`config.mk`:
```
export PLATFORM = sky130hd
export DESIGN_NAME = host_par_port
export DESIGN_NICKNAME = d
export VERILOG_FILES = /design/src/rtl/hbi_pkg.sv /design/src/rtl/hbi_edge.sv /design/src/rtl/hbi_nibble.sv /design/src/rtl/hbi_rdmux.sv /design/src/rtl/host_par_port.sv
export SDC_FILE = /design/constraint.sdc
export NUM_CORES = 1
export LEC_CHECK = 0
export ABC_AREA = 0
export BUFFER_PORTS_ARGS = -buffer_cell sky130_fd_sc_hd__buf_2
export CAP_MARGIN = 15
export CORE_ASPECT_RATIO = 1.75
export CORE_MARGIN = 4
export CORE_UTILIZATION = 42
export CTS_CLUSTER_SIZE = 28
export DETAILED_ROUTE_END_ITERATION = 10
export GPL_ROUTABILITY_DRIVEN = 0
export HOLD_SLACK_MARGIN = 0.15
export PLACE_DENSITY = 0.75
export SLEW_MARGIN = 15
export SYNTH_ARGS = -nofsm -noshare
export SYNTH_HDL_FRONTEND = slang
export SYNTH_SLANG_ARGS = --single-unit
export TNS_END_PERCENT = 20
```
`constraint.sdc`:
```
create_clock -name clk -period 1.5 [get_ports clk]
set_input_delay 0.3 -clock clk [delete_from_list [all_inputs] [get_ports clk]]
set_output_delay 0.3 -clock clk [all_outputs]
set_load 0.05 [all_outputs]
```
`src/rtl/hbi_pkg.sv`:
```
package hbi_pkg;
  localparam int unsigned BUS_W  = 8;
  localparam int unsigned NIB_W  = BUS_W / 2;
  localparam int unsigned AC_W   = BUS_W - 1;
  localparam int unsigned DL_BIT = 4;

  typedef enum logic [1:0] {
    OP_CMD_WR  = 2'b00,
    OP_STAT_RD = 2'b01,
    OP_DAT_WR  = 2'b10,
    OP_DAT_RD  = 2'b11
  } bus_op_e;

  function automatic bus_op_e decode_op(input logic rs, input logic rnw);
    return bus_op_e'({rs, rnw});
  endfunction

  function automatic logic [BUS_W-1:0] status_word(input logic busy, input logic [AC_W-1:0] ac);
    return {busy, ac};
  endfunction

  function automatic logic is_width_cmd(input logic [BUS_W-1:0] b);
    return b[BUS_W-1 -: 3] == 3'b001;
  endfunction

  function automatic logic [BUS_W-1:0] nib_join(input logic [NIB_W-1:0] hi, input logic [NIB_W-1:0] lo);
    return {hi, lo};
  endfunction
endpackage

```
`src/rtl/hbi_edge.sv`:
```
module hbi_edge (
  input  logic clk,
  input  logic rst_n,
  input  logic en,
  output logic fall
);
  logic en_q;

  always_ff @(posedge clk) begin
    if (!rst_n) en_q <= 1'b0;
    else        en_q <= en;
  end

  assign fall = en_q & ~en;
endmodule

```
`src/rtl/hbi_nibble.sv`:
```
module hbi_nibble
  import hbi_pkg::*;
(
  input  logic             clk,
  input  logic             rst_n,
  input  logic             fall,
  input  logic             rs,
  input  logic             rnw,
  input  logic [BUS_W-1:0] din,
  input  logic             busy,
  input  logic [NIB_W-1:0] live_lo,
  output logic             wide_mode,
  output logic             phase_lo,
  output logic [NIB_W-1:0] snap_lo,
  output logic             byte_stb,
  output logic             byte_is_data,
  output logic [BUS_W-1:0] byte_val,
  output logic             rd_stb
);
  logic [NIB_W-1:0] hi_q;
  bus_op_e          op;
  logic             is_rd, wr_take, xfer_last;
  logic [BUS_W-1:0] wr_byte;

  always_comb begin
    op        = decode_op(rs, rnw);
    is_rd     = (op == OP_STAT_RD) || (op == OP_DAT_RD);
    wr_take   = !is_rd && !busy;
    xfer_last = wide_mode || phase_lo;
    wr_byte   = wide_mode ? din : nib_join(hi_q, din[BUS_W-1 -: NIB_W]);
  end

  always_ff @(posedge clk) begin
    if (!rst_n) begin
      wide_mode    <= 1'b1;
      phase_lo     <= 1'b0;
      hi_q         <= '0;
      snap_lo      <= '0;
      byte_stb     <= 1'b0;
      byte_is_data <= 1'b0;
      byte_val     <= '0;
      rd_stb       <= 1'b0;
    end else begin
      byte_stb <= 1'b0;
      rd_stb   <= 1'b0;
      if (fall) begin
        if (wr_take) begin
          if (xfer_last) begin
            byte_stb     <= 1'b1;
            byte_is_data <= rs;
            byte_val     <= wr_byte;
            phase_lo     <= 1'b0;
            if (!rs && is_width_cmd(wr_byte)) wide_mode <= wr_byte[DL_BIT];
          end else begin
            hi_q     <= din[BUS_W-1 -: NIB_W];
            phase_lo <= 1'b1;
          end
        end else if (is_rd) begin
          if (xfer_last) begin
            rd_stb   <= (op == OP_DAT_RD);
            phase_lo <= 1'b0;
          end else begin
            snap_lo  <= live_lo;
            phase_lo <= 1'b1;
          end
        end
      end
    end
  end

  AST_STB_AFTER_FALL: assert property (@(posedge clk) disable iff (!rst_n)
    byte_stb |-> $past(fall));
  AST_RDSTB_AFTER_DATA_READ: assert property (@(posedge clk) disable iff (!rst_n)
    rd_stb |-> $past(fall && rnw && rs));
  AST_BUSY_NO_STB: assert property (@(posedge clk) disable iff (!rst_n)
    (fall && !rnw && busy) |=> !byte_stb);
  AST_BUSY_PHASE_HELD: assert property (@(posedge clk) disable iff (!rst_n)
    (fall && !rnw && busy) |=> $stable(phase_lo));
  AST_WIDE_NO_HALF: assert property (@(posedge clk) disable iff (!rst_n)
    wide_mode |-> !phase_lo);
  AST_SWITCH_PHASE_HIGH: assert property (@(posedge clk) disable iff (!rst_n)
    (wide_mode != $past(wide_mode)) |-> !phase_lo);
endmodule

```
`src/rtl/hbi_rdmux.sv`:
```
module hbi_rdmux
  import hbi_pkg::*;
(
  input  logic             oe,
  input  logic             wide_mode,
  input  logic             phase_lo,
  input  logic [BUS_W-1:0] live,
  input  logic [NIB_W-1:0] snap_lo,
  output logic [BUS_W-1:0] dout
);
  always_comb begin
    if (!oe)            dout = '0;
    else if (wide_mode) dout = live;
    else if (phase_lo)  dout = {snap_lo, {NIB_W{1'b0}}};
    else                dout = {live[BUS_W-1 -: NIB_W], {NIB_W{1'b0}}};
  end
endmodule

```
`src/rtl/host_par_port.sv`:
```
module host_par_port
  import hbi_pkg::*;
(
  input  logic             clk,
  input  logic             rst_n,
  input  logic             bus_en,
  input  logic             bus_rs,
  input  logic             bus_rnw,
  input  logic [BUS_W-1:0] bus_din,
  output logic [BUS_W-1:0] bus_dout,
  output logic             bus_oe,
  input  logic             exe_busy,
  input  logic [AC_W-1:0]  exe_ac,
  input  logic [BUS_W-1:0] exe_rdata,
  output logic             byte_stb,
  output logic             byte_is_data,
  output logic [BUS_W-1:0] byte_val,
  output logic             rd_stb
);
  logic             en_fall;
  logic             wide_mode, phase_lo;
  logic [NIB_W-1:0] snap_lo;
  logic [BUS_W-1:0] rd_live;

  assign bus_oe  = bus_en & bus_rnw;
  assign rd_live = bus_rs ? exe_rdata : status_word(exe_busy, exe_ac);

  hbi_edge u_edge (
    .clk  (clk),
    .rst_n(rst_n),
    .en   (bus_en),
    .fall (en_fall)
  );

  hbi_nibble u_nib (
    .clk         (clk),
    .rst_n       (rst_n),
    .fall        (en_fall),
    .rs          (bus_rs),
    .rnw         (bus_rnw),
    .din         (bus_din),
    .busy        (exe_busy),
    .live_lo     (rd_live[NIB_W-1:0]),
    .wide_mode   (wide_mode),
    .phase_lo    (phase_lo),
    .snap_lo     (snap_lo),
    .byte_stb    (byte_stb),
    .byte_is_data(byte_is_data),
    .byte_val    (byte_val),
    .rd_stb      (rd_stb)
  );

  hbi_rdmux u_mux (
    .oe       (bus_oe),
    .wide_mode(wide_mode),
    .phase_lo (phase_lo),
    .live     (rd_live),
    .snap_lo  (snap_lo),
    .dout     (bus_dout)
  );

  AST_DOUT_QUIET: assert property (@(posedge clk) disable iff (!rst_n)
    !bus_oe |-> (bus_dout == '0));
  AST_NIB_LOW_CLEAR: assert property (@(posedge clk) disable iff (!rst_n)
    (bus_oe && !wide_mode) |-> (bus_dout[NIB_W-1:0] == '0));
endmodule

```
==> results.yml, run 1 <==
outcome:
  outcome: "finished with violations"
  violations: "negative setup slack"
worst_setup_path:
  reg2reg_setup_slack_ns: 0.06
  critical_path_peak_fanout: 8
  cp_slowest_stage_delay_ns: 0.40
  reg2reg_depth: 4
  timing.critical_path.from_type: "flip-flop"
  required_ns: 1.20
  cp_num_buf_inv: 2
  critical_path.cell_chain: "inv_6 > nand2_8 > nor2_2 > a211oi_4 > buf_6"
  critical_path.reg2reg.endpoint: "u_nib.wide_mode"
  cpMaxStageDelayCell: "dfxtp_4"
  timing.critical_path.max_delay_family: "flip-flops"
  setup.worst_path.class: "flip-flop to output port"
  r2r-start: "u_edge.en_q"
  element_type_at_the_critical_path_end: "output port"
  arrival_time_of_data_at_the_critical_path_endpoint_ns: 1.25
clocking:
  root_buffer: "clkbuf_8"
  tritoncts.num_buffers: 3
  clock_tree.buffer_depth: 2
  insertion_delay_ns: 0.26
  ctsHtreeMaxLevel: 1
  tritoncts_num_sinks: 22
  clk_pin_slew_ns: 0.08
  cts_tree: "yes"
hold_path:
  min_delay_worst_type: "input port to flip-flop"
  min_from: "bus_din[6]"
  hold_end: "u_nib.hi_q[2]"
  worst_hold_path.num_cells: 3
floorplan:
  start_util_pct: 44.4
  i_o_pin_total: 49
  dieArea_mm2: 0.00359
  core.rowCount: 24
  floorplan.die.height_um: 76.3
  die_x_um: 47.0
  floorplan_core_area_mm2: 0.00252
yosys:
  synth_async_sr_flop_share_pct: 0
  post_synth_inst_count: 122
  syn_avg_cell_area_um2: 9.18
  synth_sequential_area_ratio_pct: 39.3
  postSynthRegisterBits: 22
  post-synth-top-area-fraction_pct: 39.3
  postSynth.topFlopCell: "dfxtp_1"
  synth.most_common_cell: "dfxtp_1"
  post_synth_instance_area_mm2: 0.00112
  synthTopCellsByCount: "dfxtp_1, nand2_1, mux2i_1"
  synth_edf_count: 0
  synth_fp_nets: 151
  yosysWarningCount: 0
  cell_type_contributing_the_most_total_cell_area_after_synthesis: "dfxtp_1"
  synth_cell_types: 27
  synthTopCellsByArea: "dfxtp_1, mux2i_1, o211a_1, nand2_1, nor2_1"
place:
  dpl.hpwl_um: 2410
  placed_cell_area_mm2: 0.00156
  dpl.cell_count: 201
  buffer_ports.inserted: 48
pwr:
  worst_ir_drop_vdd_uv: 544
  share_seq_of_total_power_pct: 42.7
  switching_power_uw: 348
  pwr-share-clk_pct: 39.9
  power_leakage_uw: 0.000922
  internal-power_uw: 1040
  power.share.combinational_pct: 17.5
  power.switching_fraction_pct: 25.1
  fin_total_pwr_uw: 1390
  p_per_area_mw_per_mm2: 818
finish:
  layout.nets: 210
  insertedDiodeCount: 0
  seq_area_um2: 445
  multi_input_area_um2: 752
  final_area_mm2: 0.00170
  num-fill-cells: 212
  layout-drive-gt1-share_pct: 51.1
  non_filler_instance_count_after_layout: 206
  utilization_after_layout_pct: 67.2
  synthToLayoutAreaGrowth_pct: 51.4
sta:
  final_setup_fails: 5
  timing.final.max_slew_violations: 0
  finalHoldViolCount: 0
  rsz_0062_raised_after_global_routing: "true"
  period_needed_ns: 1.55
  worst_slew_pin_slew_ns: 0.363
  period_share_pct: 103
  timing.slew.headroom_pct: 75.1
  setup_slack_after_layout_ns: -0.0455
  timing.fmax_ghz: 0.647
  clock_skew_ns: 0.00187
  finalSetupTns_ns: -0.165
grt:
  grt_overflow_total: 0
  grt_first_pass_wirelength_um: 4990
  grt_antenna_before_repair: 0
  grt_max_degree: 24
  grt_usage_pct: 18.8
  grt_pass1_vias: 1158
route:
  viasPerCell: 5.46
  first_pass_iters: 4
  postRouteWirelength_um: 3030
  avgRoutedWirePerCell_um: 14.7
  drt_first_iter_violations: 3
  detail_route.drc_violations: 0
  drt.antenna.violating_nets: 0
  route.vias.total: 1124
flow_run:
  max_cap_viol_count: 0
-- cell type report --
cell class              instances  area share [%]
multi-input cells              90            44.4
flip-flops and latches         22            26.3
clock buffers                   3            2.44
clock inverters                 1            1.77
repair buffers                 61            22.1
well taps                      26            1.92
inverters                       3            1.18
-- per-stage QoR --
| step | hold WS, ns | worst slack (ns) |
|---|---|---|
| after floorplan | 0.436 | -0.0595 |
| after global placement | 0.455 | -0.0755 |
| after detailed placement | 0.460 | -0.0960 |
| after CTS | 0.322 | -0.0520 |
| after global routing | 0.331 | -0.103 |
| final | 0.322 | -0.0455 |
-- worst min-delay path: cells and delay by family --
kind / cells / cell delay, ns
buffers and inverters: 1 / 0.11
AO/OA/AOI/OAI: 1 / 0.07
AND/OR/NAND/NOR: 1 / 0.06
-- flip-flops by register name (all words and copies together) (netlist names) --
name                cells
u_nib.rd_stb            1
u_nib.byte_stb          1
u_nib.hi_q              4
u_nib.wide_mode         1
u_nib.byte_is_data      1
u_nib.snap_lo           4
u_edge.en_q             1
u_nib.byte_val          8
u_nib.phase_lo          1
-- worst max path at each step --
| stage | from | to | slack (ns) | depth (start not counted) |
|---|---|---|---|---|
| global placement | bus_rnw | bus_dout[0] | -0.08 | 6 |
| CTS | u_nib.wide_mode | bus_dout[5] | -0.05 | 5 |
| floorplan | u_nib.wide_mode | bus_dout[4] | -0.06 | 5 |
| global route | u_nib.wide_mode | bus_dout[6] | -0.10 | 5 |
| detailed placement | bus_rnw | bus_dout[1] | -0.1 | 6 |
| finish | u_nib.wide_mode | bus_dout[5] | -0.05 | 5 |
-- power by group through the flow --
stage	Clock (uW)	Sequential, uW	Combinational (uW)
5_1_grt	591	593	259
4_1_cts	561	592	244
6_report	553	592	242
3_5_place_dp	0	608	232
2_1_floorplan	0	627	130
3_3_place_gp	0	607	225
-- layout by cell type, fill, tap and decap left out, drive strengths merged --
master and count:
nand3 5, nor4b 1, and3 1, a31oi 2, nand2 21, bufinv 1, mux2i 17, dfxtp 22
nor4 1, nor2 10, o211a 12, clkbuf 3, or2 1, nor2b 2, a21boi 4, nand2b 1
and2 2, or3 1, nor3b 1, buf 61, inv 2, nand3b 2, nor3 1, a211oi 4
o211ai 1, clkinvlp 1
-- per-layer routing --
metal	up-vias	track usage, %	share of wire [%]
met5	-	0	0
met2	38	36.2	61
li1	551	-	-
met3	6	1.89	5.5
met4	0	7.48	1.5
met1	529	17.9	32
-- cells by family (layout without fill, tap and decap cells) --
family	count (synthesis)	in the layout	synth area share [%]
and+or+nand+nor	50	50	23.0
AOI/OAI and AO/OA	23	23	17.9
buffers and inverters	10	68	4.58
DFF	22	22	39.3
muxes	17	17	15.2
-- what timing repair did --
item / in CTS / in global routing
resized for setup: 15 / 3
cloned: 0 / 0
hold buffers: 0 / 0
buffers inserted: 1 / 0
endpoints found under the setup margin: 13 / 13
No activity file was read; power rests on OpenSTA's default activity.
==> run 2: changes to the inputs <==
--- a/config.mk
+++ b/config.mk
@@ -8,7 +8,6 @@
 export ABC_AREA = 0
 export BUFFER_PORTS_ARGS = -buffer_cell sky130_fd_sc_hd__buf_2
 export CAP_MARGIN = 15
-export CORE_ASPECT_RATIO = 1.75
 export CORE_MARGIN = 4
 export CORE_UTILIZATION = 42
 export CTS_CLUSTER_SIZE = 28
==> run 2 against run 1 <==
  * The run still ends with negative setup slack left
  * Clock skew is essentially flat
  * Combinational power grew 4%
  * Register-to-register slack lost 0.06 ns
  * Sequential power is essentially flat
  * Non-clock buffer count grew 5
  * Global-route usage shrank 0.78 points
  * Count of clock-buffer cells in the layout is the same
  * Setup slack lost 0.063 ns
  * Sequential share of layout area shrank 0.75 points
==> results.yml, run 2 (synthesis results as in run 1) <==
place:
  dpl.hpwl_um: 2250
  dpl.cell_count: 210
  buffer_ports.inserted: 48
finish:
  layout.nets: 215
  non_filler_instance_count_after_layout: 215
  synthToLayoutAreaGrowth_pct: 55.9
  regMostFlops: "u_nib.byte_val"
  mostFrequentLayoutCells: "buf_2, dfxtp_1, buf_4"
  leading_cell_type_in_the_layout_fill_and_taps_excluded: "buf_2"
  largest_register_ffs: 8
  insertedDiodeCount: 0
  layout-drive-gt1-share_pct: 53.0
  top_regs: "u_nib.byte_val: 8 flops, u_nib.hi_q: 4 flops, u_nib.snap_lo: 4 flops"
worst_setup_path:
  cpMaxStageDelayCell: "dfxtp_4"
  cp_slowest_stage_delay_ns: 0.40
  reg2reg_setup_slack_ns: 0
  r2r-start: "u_nib.wide_mode"
  critical_path.cell_chain: "inv_6 > nand2_8 > nor2_2 > a211oi_4 > buf_6"
  setup.worst_path.start: "u_nib.wide_mode"
  required_ns: 1.20
  reg2reg_depth: 5
  timing.critical_path.from_type: "flip-flop"
  setup.worst_path.class: "flip-flop to output port"
  element_type_at_the_critical_path_end: "output port"
  critical_path.reg2reg.endpoint: "u_nib.wide_mode"
  critical_path_peak_fanout: 8
  arrival_time_of_data_at_the_critical_path_endpoint_ns: 1.31
  worst_setup_path_endpoint: "bus_dout[5]"
clocking:
  insertion_delay_ns: 0.31
  clock_tree.buffer_depth: 2
  clk_pin_slew_ns: 0.13
  cts.hold.buffers_added: 0
  ctsHtreeMaxLevel: 1
  root_buffer: "clkbuf_4"
  tritoncts.num_buffers: 3
  cts_tree: "yes"
  tritoncts_num_sinks: 22
sta:
  timing.slew.headroom_pct: 75.0
  final_setup_fails: 4
  period_share_pct: 107
  timing.fmax_ghz: 0.622
  rsz_0062_raised_after_global_routing: "true"
  finalSetupTns_ns: -0.356
  timing.final.max_slew_violations: 0
  clock_skew_ns: 0.00196
  setup_slack_after_layout_ns: -0.108
  worst_slew_pin_slew_ns: 0.375
  finalHoldViolCount: 0
  period_needed_ns: 1.61
floorplan:
  die_x_um: 59.6
  dieArea_mm2: 0.00356
  floorplan.die.height_um: 59.6
  floorplan_core_area_mm2: 0.00250
  i_o_pin_total: 49
  start_util_pct: 44.8
  core.rowCount: 18
grt:
  met2_usage_pct: 32.3
  use_met3_pct: 4.79
  grt_overflow_total: 0
  met1_layer_usage_reported_by_global_route_pct: 20.5
  gr-max-usage-layer: "met2"
  grt_pass1_vias: 1172
  grt_usage_pct: 18.0
  grt_max_degree: 24
  grt_first_pass_wirelength_um: 4930
  grt_antenna_before_repair: 0
route:
  detail_route.drc_violations: 0
  drt.antenna.violating_nets: 0
  viasPerCell: 5.16
  drt_first_iter_violations: 45
  first_pass_iters: 4
  route.vias.total: 1109
  avgRoutedWirePerCell_um: 13.5
  postRouteWirelength_um: 2910
pwr:
  internal-power_uw: 964
  power.share.combinational_pct: 19.4
  p_per_area_mw_per_mm2: 745
  worst_ir_drop_vdd_uv: 615
  power.switching_fraction_pct: 25.9
  power_leakage_uw: 0.000937
  switching_power_uw: 337
  pwr-share-clk_pct: 35.0
  share_seq_of_total_power_pct: 45.6
outcome:
  violations: "negative setup slack"
  outcome: "finished with violations"
hold_path:
  min_delay_worst_type: "input port to flip-flop"
flow_run:
  max_cap_viol_count: 0
## run 2: how the worst min path moves through the flow
stage | start | end | slack [ns] | depth (start not counted)
after floorplan | bus_en | u_edge.en_q | 0.44 | 1
after global placement | u_nib.hi_q[3] | u_nib.hi_q[3] | 0.46 | 2
after detailed placement | u_nib.hi_q[0] | u_nib.hi_q[0] | 0.47 | 2
after CTS | bus_din[4] | u_nib.hi_q[0] | 0.26 | 3
after global routing | bus_din[4] | u_nib.hi_q[0] | 0.27 | 3
final | bus_din[4] | u_nib.hi_q[0] | 0.27 | 3
## run 2: final cells by class
type | count | area [um2]
multi-input combinational | 90 | 759
fill | 205 | 754
sequential | 22 | 445
timing repair buffer | 66 | 430
tap | 30 | 37.5
clock inverter | 1 | 30.0
clock buffer | 3 | 22.5
inverter | 3 | 20.0
## run 2: worst max-delay path: cells and delay by family (launching register included)
kind | cells | cell delay (ns)
DFF | 1 | 0.40
AOI/OAI and AO/OA | 1 | 0.18
and+or+nand+nor | 2 | 0.18
buffers and inverters | 2 | 0.23
## run 2: power by group through the flow
stage | clock [uW] | combinational [uW] | sequential [uW]
floorplan | 0 | 130 | 627
global placement | 0 | 236 | 607
detailed placement | 0 | 241 | 608
CTS | 461 | 254 | 593
global route | 489 | 270 | 594
finish | 455 | 252 | 593
## run 2: stage by stage
stage / utilization (%) / setup slack (ns) / power [uW] / hold slack, ns / instance area (um2)
after floorplan: - / -0.0595 / 757 / 0.436 / 1260
after global placement: 64.7 / -0.0215 / 843 / 0.455 / 1620
after detailed placement: 64.7 / -0.0699 / 848 / 0.470 / 1620
after CTS: 69.4 / -0.104 / 1310 / 0.264 / 1740
after global routing: 69.8 / -0.171 / 1350 / 0.270 / 1750
final: 69.8 / -0.108 / 1300 / 0.267 / 1750
## run 2: routing by layer
layer  up-vias  routed length (um)
met4         0                  12
li1        556                   -
met2        33                1510
met5         -                   0
met3         2                 207
met1       518                1180
## run 2: repair_timing
action	in CTS	in global routing
setup endpoints to repair	19	13
gates resized for setup	21	2
endpoints found under the hold margin	0	0
setup buffers	1	0
